[config.mk]
export PLATFORM = sky130hd
export DESIGN_NAME = batt_health_mon
export DESIGN_NICKNAME = d
export VERILOG_FILES = /design/src/rtl/battmon_pkg.sv /design/src/rtl/battmon_interval.sv /design/src/rtl/battmon_flag.sv /design/src/rtl/battmon_seq.sv /design/src/rtl/batt_health_mon.sv
export SDC_FILE = /design/constraint.sdc
export NUM_CORES = 1
export LEC_CHECK = 0
export BUFFER_PORTS_ARGS = -buffer_cell sky130_fd_sc_hd__clkbuf_2
export CORE_MARGIN = 2
export CORE_UTILIZATION = 50
export DETAILED_ROUTE_END_ITERATION = 10
export PLACE_DENSITY = 0.66
export SLEW_MARGIN = 0
export SYNTH_ARGS = -nofsm -noshare
export SYNTH_HDL_FRONTEND = slang
export SYNTH_HIERARCHICAL = 1
export SYNTH_SLANG_ARGS = --single-unit
[constraint.sdc]
create_clock -name clk -period 5.9 [get_ports clk]
set_clock_uncertainty 0.2 [all_clocks]
set_input_delay 0.295 -clock clk [delete_from_list [all_inputs] [get_ports clk]]
set_output_delay 0.295 -clock clk [all_outputs]
set_load 0.1 [all_outputs]
[src/rtl/battmon_pkg.sv]
package battmon_pkg;
  typedef enum logic [1:0] {
    ST_OFF     = 2'd0,
    ST_RECOVER = 2'd1,
    ST_TEST    = 2'd2,
    ST_WAIT    = 2'd3
  } mon_state_t;
endpackage

[src/rtl/battmon_interval.sv]
module battmon_interval #(
  parameter int W = 8
) (
  input  logic         clk,
  input  logic         rst_n,
  input  logic         clr_i,
  input  logic         tick_i,
  input  logic [W-1:0] limit_i,
  output logic         expire_o
);
  logic [W-1:0] cnt_q;

  always_ff @(posedge clk or negedge rst_n) begin
    if (!rst_n)      cnt_q <= '0;
    else if (clr_i)  cnt_q <= '0;
    else if (tick_i) cnt_q <= cnt_q + 1'b1;
  end

  assign expire_o = tick_i && (cnt_q == limit_i - 1'b1);

  // the sequencer clears the count on every expiry, so it never reaches the limit
  a_r7_count_below_limit: assert property (@(posedge clk) disable iff (!rst_n)
    cnt_q < limit_i);
endmodule

[src/rtl/battmon_flag.sv]
module battmon_flag (
  input  logic clk,
  input  logic rst_n,
  input  logic set_i,
  input  logic clr_i,
  output logic warn_o
);
  always_ff @(posedge clk or negedge rst_n) begin
    if (!rst_n)     warn_o <= 1'b0;
    else if (clr_i) warn_o <= 1'b0;
    else if (set_i) warn_o <= 1'b1;
  end

  a_r10_clear_wins: assert property (@(posedge clk) disable iff (!rst_n)
    clr_i |=> !warn_o);

  a_r6_hold_between: assert property (@(posedge clk) disable iff (!rst_n)
    (!set_i && !clr_i) |=> $stable(warn_o));
endmodule

[src/rtl/battmon_seq.sv]
module battmon_seq
  import battmon_pkg::*;
#(
  parameter int W             = 8,
  parameter int RECOVER_TICKS = 125,
  parameter int TEST_TICKS    = 1000,
  parameter int PERIOD_TICKS  = 100
) (
  input  logic         clk,
  input  logic         rst_n,
  input  logic         supply_ok,
  input  logic         tick_i,
  input  logic         batt_low,
  input  logic         swap_i,
  input  logic         expire_i,
  output logic         clr_o,
  output logic [W-1:0] limit_o,
  output mon_state_t   state_o,
  output logic         set_warn_o,
  output logic         clr_warn_o
);
  localparam logic [W-1:0] L_REC  = W'(RECOVER_TICKS);
  localparam logic [W-1:0] L_TEST = W'(TEST_TICKS);
  localparam logic [W-1:0] L_PER  = W'(PERIOD_TICKS);

  mon_state_t state_q, nxt;
  logic seen_q;
  logic done, verdict;

  always_comb begin
    nxt     = state_q;
    clr_o   = 1'b0;
    done    = 1'b0;
    verdict = 1'b0;
    if (!supply_ok) begin
      nxt   = ST_OFF;
      clr_o = 1'b1;
    end else begin
      case (state_q)
        ST_OFF: begin
          nxt   = ST_RECOVER;
          clr_o = 1'b1;
        end
        ST_RECOVER: if (expire_i) begin
          nxt   = ST_TEST;
          clr_o = 1'b1;
        end
        ST_TEST: begin
          if (swap_i) begin
            clr_o = 1'b1;
          end else if (expire_i) begin
            nxt     = ST_WAIT;
            clr_o   = 1'b1;
            done    = 1'b1;
            verdict = seen_q | batt_low;
          end
        end
        ST_WAIT: if (swap_i || expire_i) begin
          nxt   = ST_TEST;
          clr_o = 1'b1;
        end
        default: nxt = ST_OFF;
      endcase
    end
  end

  always_ff @(posedge clk or negedge rst_n) begin
    if (!rst_n) state_q <= ST_OFF;
    else        state_q <= nxt;
  end

  always_ff @(posedge clk or negedge rst_n) begin
    if (!rst_n)                                          seen_q <= 1'b0;
    else if (!supply_ok || state_q != ST_TEST || swap_i) seen_q <= 1'b0;
    else if (tick_i && batt_low)                         seen_q <= 1'b1;
  end

  always_comb begin
    case (state_q)
      ST_TEST: limit_o = L_TEST;
      ST_WAIT: limit_o = L_PER;
      default: limit_o = L_REC;
    endcase
  end

  assign state_o    = state_q;
  assign set_warn_o = done & verdict;
  assign clr_warn_o = (done & ~verdict) | swap_i;

  a_r2_wait_recovery: assert property (@(posedge clk) disable iff (!rst_n)
    (state_q == ST_RECOVER && !expire_i) |=> state_q != ST_TEST);

  a_r8_off_when_unsupplied: assert property (@(posedge clk) disable iff (!rst_n)
    !supply_ok |=> (state_q == ST_OFF && !seen_q));

  a_r9_powerup_recovers: assert property (@(posedge clk) disable iff (!rst_n)
    (state_q == ST_OFF && supply_ok) |=> state_q == ST_RECOVER);

  a_r10_swap_starts_test: assert property (@(posedge clk) disable iff (!rst_n)
    (swap_i && supply_ok && state_q == ST_WAIT) |=> state_q == ST_TEST);
endmodule

[src/rtl/batt_health_mon.sv]
module batt_health_mon
  import battmon_pkg::*;
#(
  parameter int RECOVER_TICKS = 125,
  parameter int TEST_TICKS    = 1000,
  parameter int PERIOD_TICKS  = 86_400_000
) (
  input  logic clk,
  input  logic rst_n,
  input  logic tick_1ms,
  input  logic supply_ok,
  input  logic batt_low,
  input  logic batt_swap,
  output logic load_en,
  output logic warn_pull
);
  localparam int MAX_A = (RECOVER_TICKS > TEST_TICKS) ? RECOVER_TICKS : TEST_TICKS;
  localparam int MAX_T = (MAX_A > PERIOD_TICKS) ? MAX_A : PERIOD_TICKS;
  localparam int W     = $clog2(MAX_T + 1);

  logic         clr, expire, set_warn, clr_warn, warn_q;
  logic [W-1:0] limit;
  mon_state_t   state;

  battmon_interval #(.W(W)) u_interval (
    .clk      (clk),
    .rst_n    (rst_n),
    .clr_i    (clr),
    .tick_i   (tick_1ms),
    .limit_i  (limit),
    .expire_o (expire)
  );

  battmon_seq #(
    .W             (W),
    .RECOVER_TICKS (RECOVER_TICKS),
    .TEST_TICKS    (TEST_TICKS),
    .PERIOD_TICKS  (PERIOD_TICKS)
  ) u_seq (
    .clk        (clk),
    .rst_n      (rst_n),
    .supply_ok  (supply_ok),
    .tick_i     (tick_1ms),
    .batt_low   (batt_low),
    .swap_i     (batt_swap),
    .expire_i   (expire),
    .clr_o      (clr),
    .limit_o    (limit),
    .state_o    (state),
    .set_warn_o (set_warn),
    .clr_warn_o (clr_warn)
  );

  battmon_flag u_flag (
    .clk    (clk),
    .rst_n  (rst_n),
    .set_i  (set_warn),
    .clr_i  (clr_warn),
    .warn_o (warn_q)
  );

  assign load_en   = (state == ST_TEST);
  assign warn_pull = warn_q & supply_ok;

  a_r8_load_drops: assert property (@(posedge clk) disable iff (!rst_n)
    !supply_ok |=> !load_en);

  a_r1_reset_quiet: assert property (@(posedge clk)
    !rst_n |-> (!load_en && !warn_q));
endmodule

==> impl_results.md, run 1 <==
* Fin nets at 312
* Final number of setup-violating endpoints at 0
* First-iteration detailed-routing DRC count at 132
* Sw power at 0.1061 mW
* First-pass GRT wire length at 9308 um
* Pwr Density at 158.7 mW/mm^2
* Primary FF master, synth: dfrtp_1
* Initial core utilization at 51.95%
* Fmax at 184.6 MHz
* Sequential cell area fraction in the yosys report at 29.05%
* Critical path arrival at around 5400 ps
* Synth Area in XOR/XNOR at 18.04%
* Maximum root-to-sink buffer count at 2
* Post-Route WL at 5336 um
* CTS resizes at 0
* Post-synth ARST share at 100.0%
* Setup crit start kind: flip-flop
* Worst-path clk slew at 70 ps
* Die X at 77.08 um
* Cts bufs inserted at 5
* # Post-CTS Setup Buffers at 0
* GRT Overall Usage at 19.44%
* Area share of the largest cell type after synthesis at 29.05%
* Post-synthesis compound-gate area fraction at 8.950%
* Peak VDD IR at between 0.15 and 0.2 mV
* Worst slew pin tran at a little under 800 ps
* Part of the power in combinational logic at 7.4%
* CTS sink count at 31
* Cell Area, Synth at 0.002670 mm^2
* CP max FO at 30
* Min Tclk post-route at 5418 ps
* Max Slew Vio Count at 0
* Initial antenna violation count at 0
* Busiest grt layer: met2
* Io pins at 8
* H-tree Lvls at 2
* Ys Warns at 6
* ANT cells at 0
* First-pass iteration count of the detailed router at 4
* CP required at 5870 ps
* Area Growth Syn to Fin at 2.999%
* Crit. End Element: flip-flop
* Int Power at 0.3303 mW
* Wire per inst at 14.23 um
* Vias per cell at ~5.5
* Syn avg cell area at 8.697 um^2
* Synth area leaders: dfrtp_1 29%, xor2_1 9.5%, xnor2_1 8.5%, buf_4 6.5%, nor2_1 5.9%
* Root buffer cell: clkbuf_8
* Number of max-cap violations at 0
* Adder-cell share of the synthesized area at 0.9372%
* Post-DRT Antenna Nets at 0
* Worst-Skew Late Latency at 280 ps
* Commonest non-fill, non-tap cell in the layout: nor2_1
* Grt total ovfl at 0
* Full die area at 0.005941 mm^2
* Clk pwr share at roughly 43%
* Multiplexer share of the synthesized area at 2.765%
* Hold Crit Class: primary input to flip-flop
* Core area at 0.005140 mm^2
* Synth unique cells at 63
* Leakage at 1.090 nW
* Layout cells sized above 1 at 12.46%
* Relative max-transition margin at between 40% and 50%
* Final Instance Area at 0.002750 mm^2
* Number of flops mapped to enable cells by yosys at 0
* Part of the power in registers at 49.3%
* Setup Total Neg Slack at 0 ps
* Die Y at 77.08 um
* Crit path kind: flip-flop to flip-flop
* Unrepaired setup endpoints after global routing: no
* DRC Markers at 0
* Routing usage on met1 at ~28%
* Number of port buffers at 7
* FF+latch count, synth at 31
* Cell Area, Placed at 0.002636 mm^2
* Switch share at 24.30%
* Row count at 26
* Largest net degree at the start of global routing at 32
* Hold Fails Final Rpt at 0
* Simple-gate area share of the yosys netlist at 31.30%
* Gpl congestion at 0.8989
* Vias in the first global route at around 2,000
* Main combinational cell family by area after synthesis: simple AND/OR/NAND/NOR gates
* Grt met3 use at 2.471%
* Met2 Track Usage GR at between 30 and 40%
* Period utilization at 91.83%
* TritonCTS clock tree: done
* Status: finished, final reports clean
* Synth area leader: dfrtp_1
* Commonest non-fill, non-tap cells in the layout: 42 x nor2_1, 31 x dfrtp_1, 29 x xor2_1
* Cells after synthesis at 307
* Vias at 2,076
* HPWL after DPL at roughly 3900 um
## synth_stat cells, drive strengths merged, types with 2 or more instances
| master | instances |
|---|---|
| nand2b | 5 |
| or2 | 2 |
| a31oi | 2 |
| a221oi | 2 |
| ha | 2 |
| nand4b | 2 |
| mux2 | 3 |
| buf | 24 |
| nor2 | 42 |
| and3 | 13 |
| nor4b | 3 |
| nand4 | 6 |
| a211oi | 2 |
| or4 | 3 |
| nor4 | 7 |
| o21ai | 4 |
| nor2b | 3 |
| a21oi | 4 |
| and2 | 4 |
| mux2i | 4 |
| nand4bb | 2 |
| a21boi | 2 |
| o31ai | 2 |
| or3 | 5 |
| o211ai | 2 |
| nor3 | 8 |
| inv | 5 |
| or4b | 2 |
| clkbuf | 6 |
| nor3b | 2 |
| o21a | 2 |
| dfrtp | 31 |
| nand3 | 9 |
| xnor2 | 26 |
| xor2 | 29 |
| nand3b | 4 |
| nand2 | 19 |
## final cells by class
class	count	area, um^2
sequential	31	775.7
inverter	5	18.77
tap	70	87.58
clock inverter	1	7.507
multi-input combinational	249	1689
fill	496	2390
clock buffer	7	96.34
timing repair buffer	12	75.07
## timing repair
item	4_1_cts	5_1_grt
hold endpoints to repair	31	0
endpoints found under the setup margin	0	0
hold buffers	1	0
## logic make-up after synthesis
| logic type | Yosys count |
|---|---|
| buffers and inverters | 35 |
| other | 1 |
| and+or+nand+nor | 145 |
| xor gates and xnor gates | 55 |
| muxes | 7 |
| AOI/OAI and AO/OA | 31 |
| DFF | 31 |
| adders and majority gates | 2 |
## state kept, by name, indices dropped and copies added, names as in the netlist
| name | count |
|---|---|
| u_interval/cnt_q | 27 |
| u_seq/seen_q | 1 |
| u_seq/state_o | 2 |
| u_flag/warn_o | 1 |
## through the flow
stage               setup WS (ps)  instances  util [%]  hold WS, ps  total power [mW]
floorplan                   616.9        315         -       -200.6            0.2442
global placement            624.5        366     51.29        203.0            0.2489
detailed placement          607.5        366     51.29        217.8            0.2495
CTS                         573.8        375     53.51        83.25            0.4406
global route                182.6        375     53.51        122.0            0.4522
finish                      482.2        375     53.51        83.56            0.4364
## path summary, 6_finish.rpt
check	from	end	slack (ps)	depth (start not counted)
max	u_seq/state_o[1]	u_interval/cnt_q[26]	480	17
min	batt_low	u_seq/seen_q	80	3
max reg2reg	u_seq/state_o[1]	u_interval/cnt_q[26]	480	17
min reg2reg	u_flag/warn_o	u_flag/warn_o	290	1
max in group asynchronous	rst_n	u_interval/cnt_q[26]	4590	2
min in group asynchronous	rst_n	u_interval/cnt_q[10]	420	2
## power groups by stage
stage               logic (mW)  clock network, mW  registers [mW]
detailed placement      0.0305                  0           0.219
global placement        0.0301                  0           0.219
finish                  0.0321              0.189           0.215
CTS                     0.0311              0.195           0.215
floorplan               0.0256                  0           0.219
global route            0.0367              0.201           0.215
## critical path, cell delays in order (launching register included)
cell	delay [ps]
dfrtp_1	470
and2_2	240
buf_4	230
or4_4	530
nor3_1	350
o32ai_1	150
or4_1	430
a221oi_2	180
or4b_1	480
a311oi_2	450
a2111o_1	190
nor2_1	60
nor3b_1	400
and3_1	310
and3_1	300
nand3_1	120
xor2_1	150
nor2_1	50
## routing by layer
metal / up-vias / routed length (um)
met5: - / 0
met4: 0 / 113
met3: 9 / 149
met1: 995 / 2711
li1: 1042 / -
met2: 30 / 2362
No activity file was read; power rests on OpenSTA's default activity.
==> run 2: changes to the inputs <==
CORE_ASPECT_RATIO = 0.75   (was unset)
==> run 2 against run 1 <==
Against the previous run:
- utilization down 1.3 points
- worst setup slack gained 130 ps
- largest cell class unchanged
- power is 6.9% lower
==> impl_results.md, run 2 (synthesized netlist as in run 1, its figures left out) <==
* Fin worst setup slack at 611.7 ps (+129.5 ps)
* Pwr Density at 148.6 mW/mm^2 (-6.4%)
* # Post-CTS Setup Buffers at 0 (unchanged)
* Crit path kind: flip-flop to flip-flop
* Grt total ovfl at 0 (unchanged)
* Row count at 23 (-12%)
* Area Growth Syn to Fin at 2.390%
* Tot Pwr at 0.4062 mW (-6.9%)
* Leakage at 1.082 nW (-0.76%)
* Maximum root-to-sink buffer count at 2 (unchanged)
* CTS resizes at 0 (unchanged)
* Smallest hold slack at 67.50 ps (-16.06 ps)
* Vias at 2,014 (-3.0%)
* Commonest non-fill, non-tap cells in the layout: 42 x nor2_1, 31 x dfrtp_1, 29 x xor2_1
* Commonest non-fill, non-tap cell in the layout: nor2_1
* Clk pwr share at 39.4% (-4.0 points)
* Switch share at 24.42% (+0.11 points)
* Hold Crit Class: primary input to flip-flop
* Peak VDD IR at 0.1596 mV (-16%)
* Min Tclk post-route at 5288 ps (-129.5 ps)
* Int Power at 0.3070 mW (-7.1%)
* Part of the power in registers at 52.9% (+3.6 points)
* Crit-path max cell delay at 550 ps (+20 ps)
* CTS Hold Bufs at 1 (unchanged)
* Setup Total Neg Slack at 0 ps (unchanged)
* Fin nets at 312 (unchanged)
* Part of the power in combinational logic at 7.7% (+0.3 points)
* Slowest CP cell: or4b_1
* Setup crit start kind: flip-flop
* Relative max-transition margin at 49.11% (+1.5 points)
* CP cell instances: inv_1 -> inv_1 -> ha_1 -> nor4b_1 -> nand4_1 -> nor4_1 -> xnor2_1 -> o2111ai_1 -> or4b_1 -> a311oi_2 -> a2111o_1 -> nor2_1 -> nor3b_1 -> and3_1 -> and3_1 -> nand3_1 -> xor2_1 -> nor2_1
* Layout Cells excl Fill at 380 (+1.3%)
* Number of max-cap violations at 0 (unchanged)
* Placed Cells at 371 (+1.4%)
* Unrepaired setup endpoints after global routing: no
* Max Slew Vio Count at 0 (unchanged)
* Full die area at 0.005947 mm^2 (+0.10%)
* Number of port buffers at 7 (unchanged)
* HPWL after DPL at 3724 um (-5.6%)
* Wire per inst at 12.88 um (-9.5%)
* Critical path arrival at 5250 ps (-130 ps)
* Sw power at 0.09919 mW (-6.5%)
* Vias per cell at 5.300 (-4.3%)
* Worst-path clk slew at 70 ps (about the same)
* Fillers at 504 (+1.6%)
* Vias in the first global route at 1,817 (-9.3%)
* Post-Route WL at 4895 um (-8.3%)
* Die X at 88.38 um (+15%)
* Gpl congestion at 0.8506 (-5.4%)
* Final Instance Area at 0.002734 mm^2 (-0.59%)
* Worst-Skew Late Latency at 280 ps (about the same)
* Fmax at 189.1 MHz (+2.4%)
* Final Core Density at 52.20% (-1.3 points)
* CP required at 5860 ps (about the same)
* Worst slack, placed at 645.6 ps (+38.13 ps)
* Hold Fails Final Rpt at 0 (unchanged)
* H-tree Lvls at 2 (unchanged)
* First-pass GRT wire length at 8638 um (-7.2%)
* Final number of setup-violating endpoints at 0 (unchanged)
* TritonCTS clock tree: done
* ANT cells at 0 (unchanged)
* Root buffer cell: clkbuf_8
* Core area at 0.005238 mm^2 (+1.9%)
* Initial core utilization at 50.98% (-0.97 points)
* Cts bufs inserted at 5 (unchanged)
* Largest net degree at the start of global routing at 32 (unchanged)
* CTS sink count at 31 (unchanged)
* Initial antenna violation count at 0 (unchanged)
* First-pass iteration count of the detailed router at 4 (unchanged)
* Die Y at 67.29 um (-13%)
* First-iteration detailed-routing DRC count at 69 (-48%)
* Period utilization at 89.63% (-2.2 points)
* Largest reg by FF count: u_interval/cnt_q
* DRC Markers at 0 (unchanged)
* Worst slew pin tran at 763.4 ps (-23.01 ps)
* Post-DRT Antenna Nets at 0 (unchanged)
* Io pins at 8 (unchanged)
* CP max FO at 9 (-70%)
* Crit. End Element: flip-flop
* Cell Area, Placed at 0.002643 mm^2 (+0.24%)
* Max reg flops at 27 (unchanged)
* Layout cells sized above 1 at 11.80% (-0.66 points)
* Status: finished, final reports clean
* GRT Overall Usage at 18.77% (-0.67 points)
-- run 2: cell types whose count changed in the layout (fill, tap and decap cells not counted), sizes merged --
cell,change
clkinvlp,-1
clkinv,+1
-- run 2: worst paths after layout --
kind	from	endpoint	slack, ps	cells past startpoint
setup / recovery	u_seq/state_o[1]	u_interval/cnt_q[20]	610	18
hold / removal	batt_low	u_seq/seen_q	70	3
setup reg to reg	u_seq/state_o[1]	u_interval/cnt_q[20]	610	18
hold reg to reg	u_seq/seen_q	u_seq/seen_q	300	2
max in group asynchronous	rst_n	u_interval/cnt_q[5]	4590	2
min in group asynchronous	rst_n	u_seq/state_o[1]	420	2
-- run 2: layout make-up --
cell class | instances | area (um^2) | area share (%)
Clock inverter | 1 | 5.005 | 0.1831
Timing Repair Buffer | 12 | 75.07 | 2.746
Clock buffer | 7 | 76.32 | 2.792
Sequential cell | 31 | 775.7 | 28.38
Multi-Input combinational cell | 249 | 1689 | 61.78
Inverter | 5 | 18.77 | 0.6865
Tap cell | 75 | 93.84 | 3.432
-- run 2: power by group through the flow --
stage / registers [mW] / clock network [mW] / logic (mW)
floorplan: 0.219 / 0 / 0.0256
global placement: 0.219 / 0 / 0.0303
detailed placement: 0.219 / 0 / 0.0301
CTS: 0.215 / 0.168 / 0.0308
global route: 0.215 / 0.179 / 0.0359
finish: 0.215 / 0.160 / 0.0311
-- run 2: worst max-delay path, delay by kind of cell, from the launching register on --
kind	cells	cell delay, ps
and+or+nand+nor	10	2990
AOI/OAI and AO/OA	3	710
DFF	1	500
xor gates and xnor gates	2	340
adders and majority gates	1	240
buffers and inverters	2	170
-- run 2: metal layers --
metal	global-route usage, %	part of all wire [%]
met1	29.05	56
met2	26.41	40
met3	3.790	3.4
met4	4.924	0.74
met5	0	0
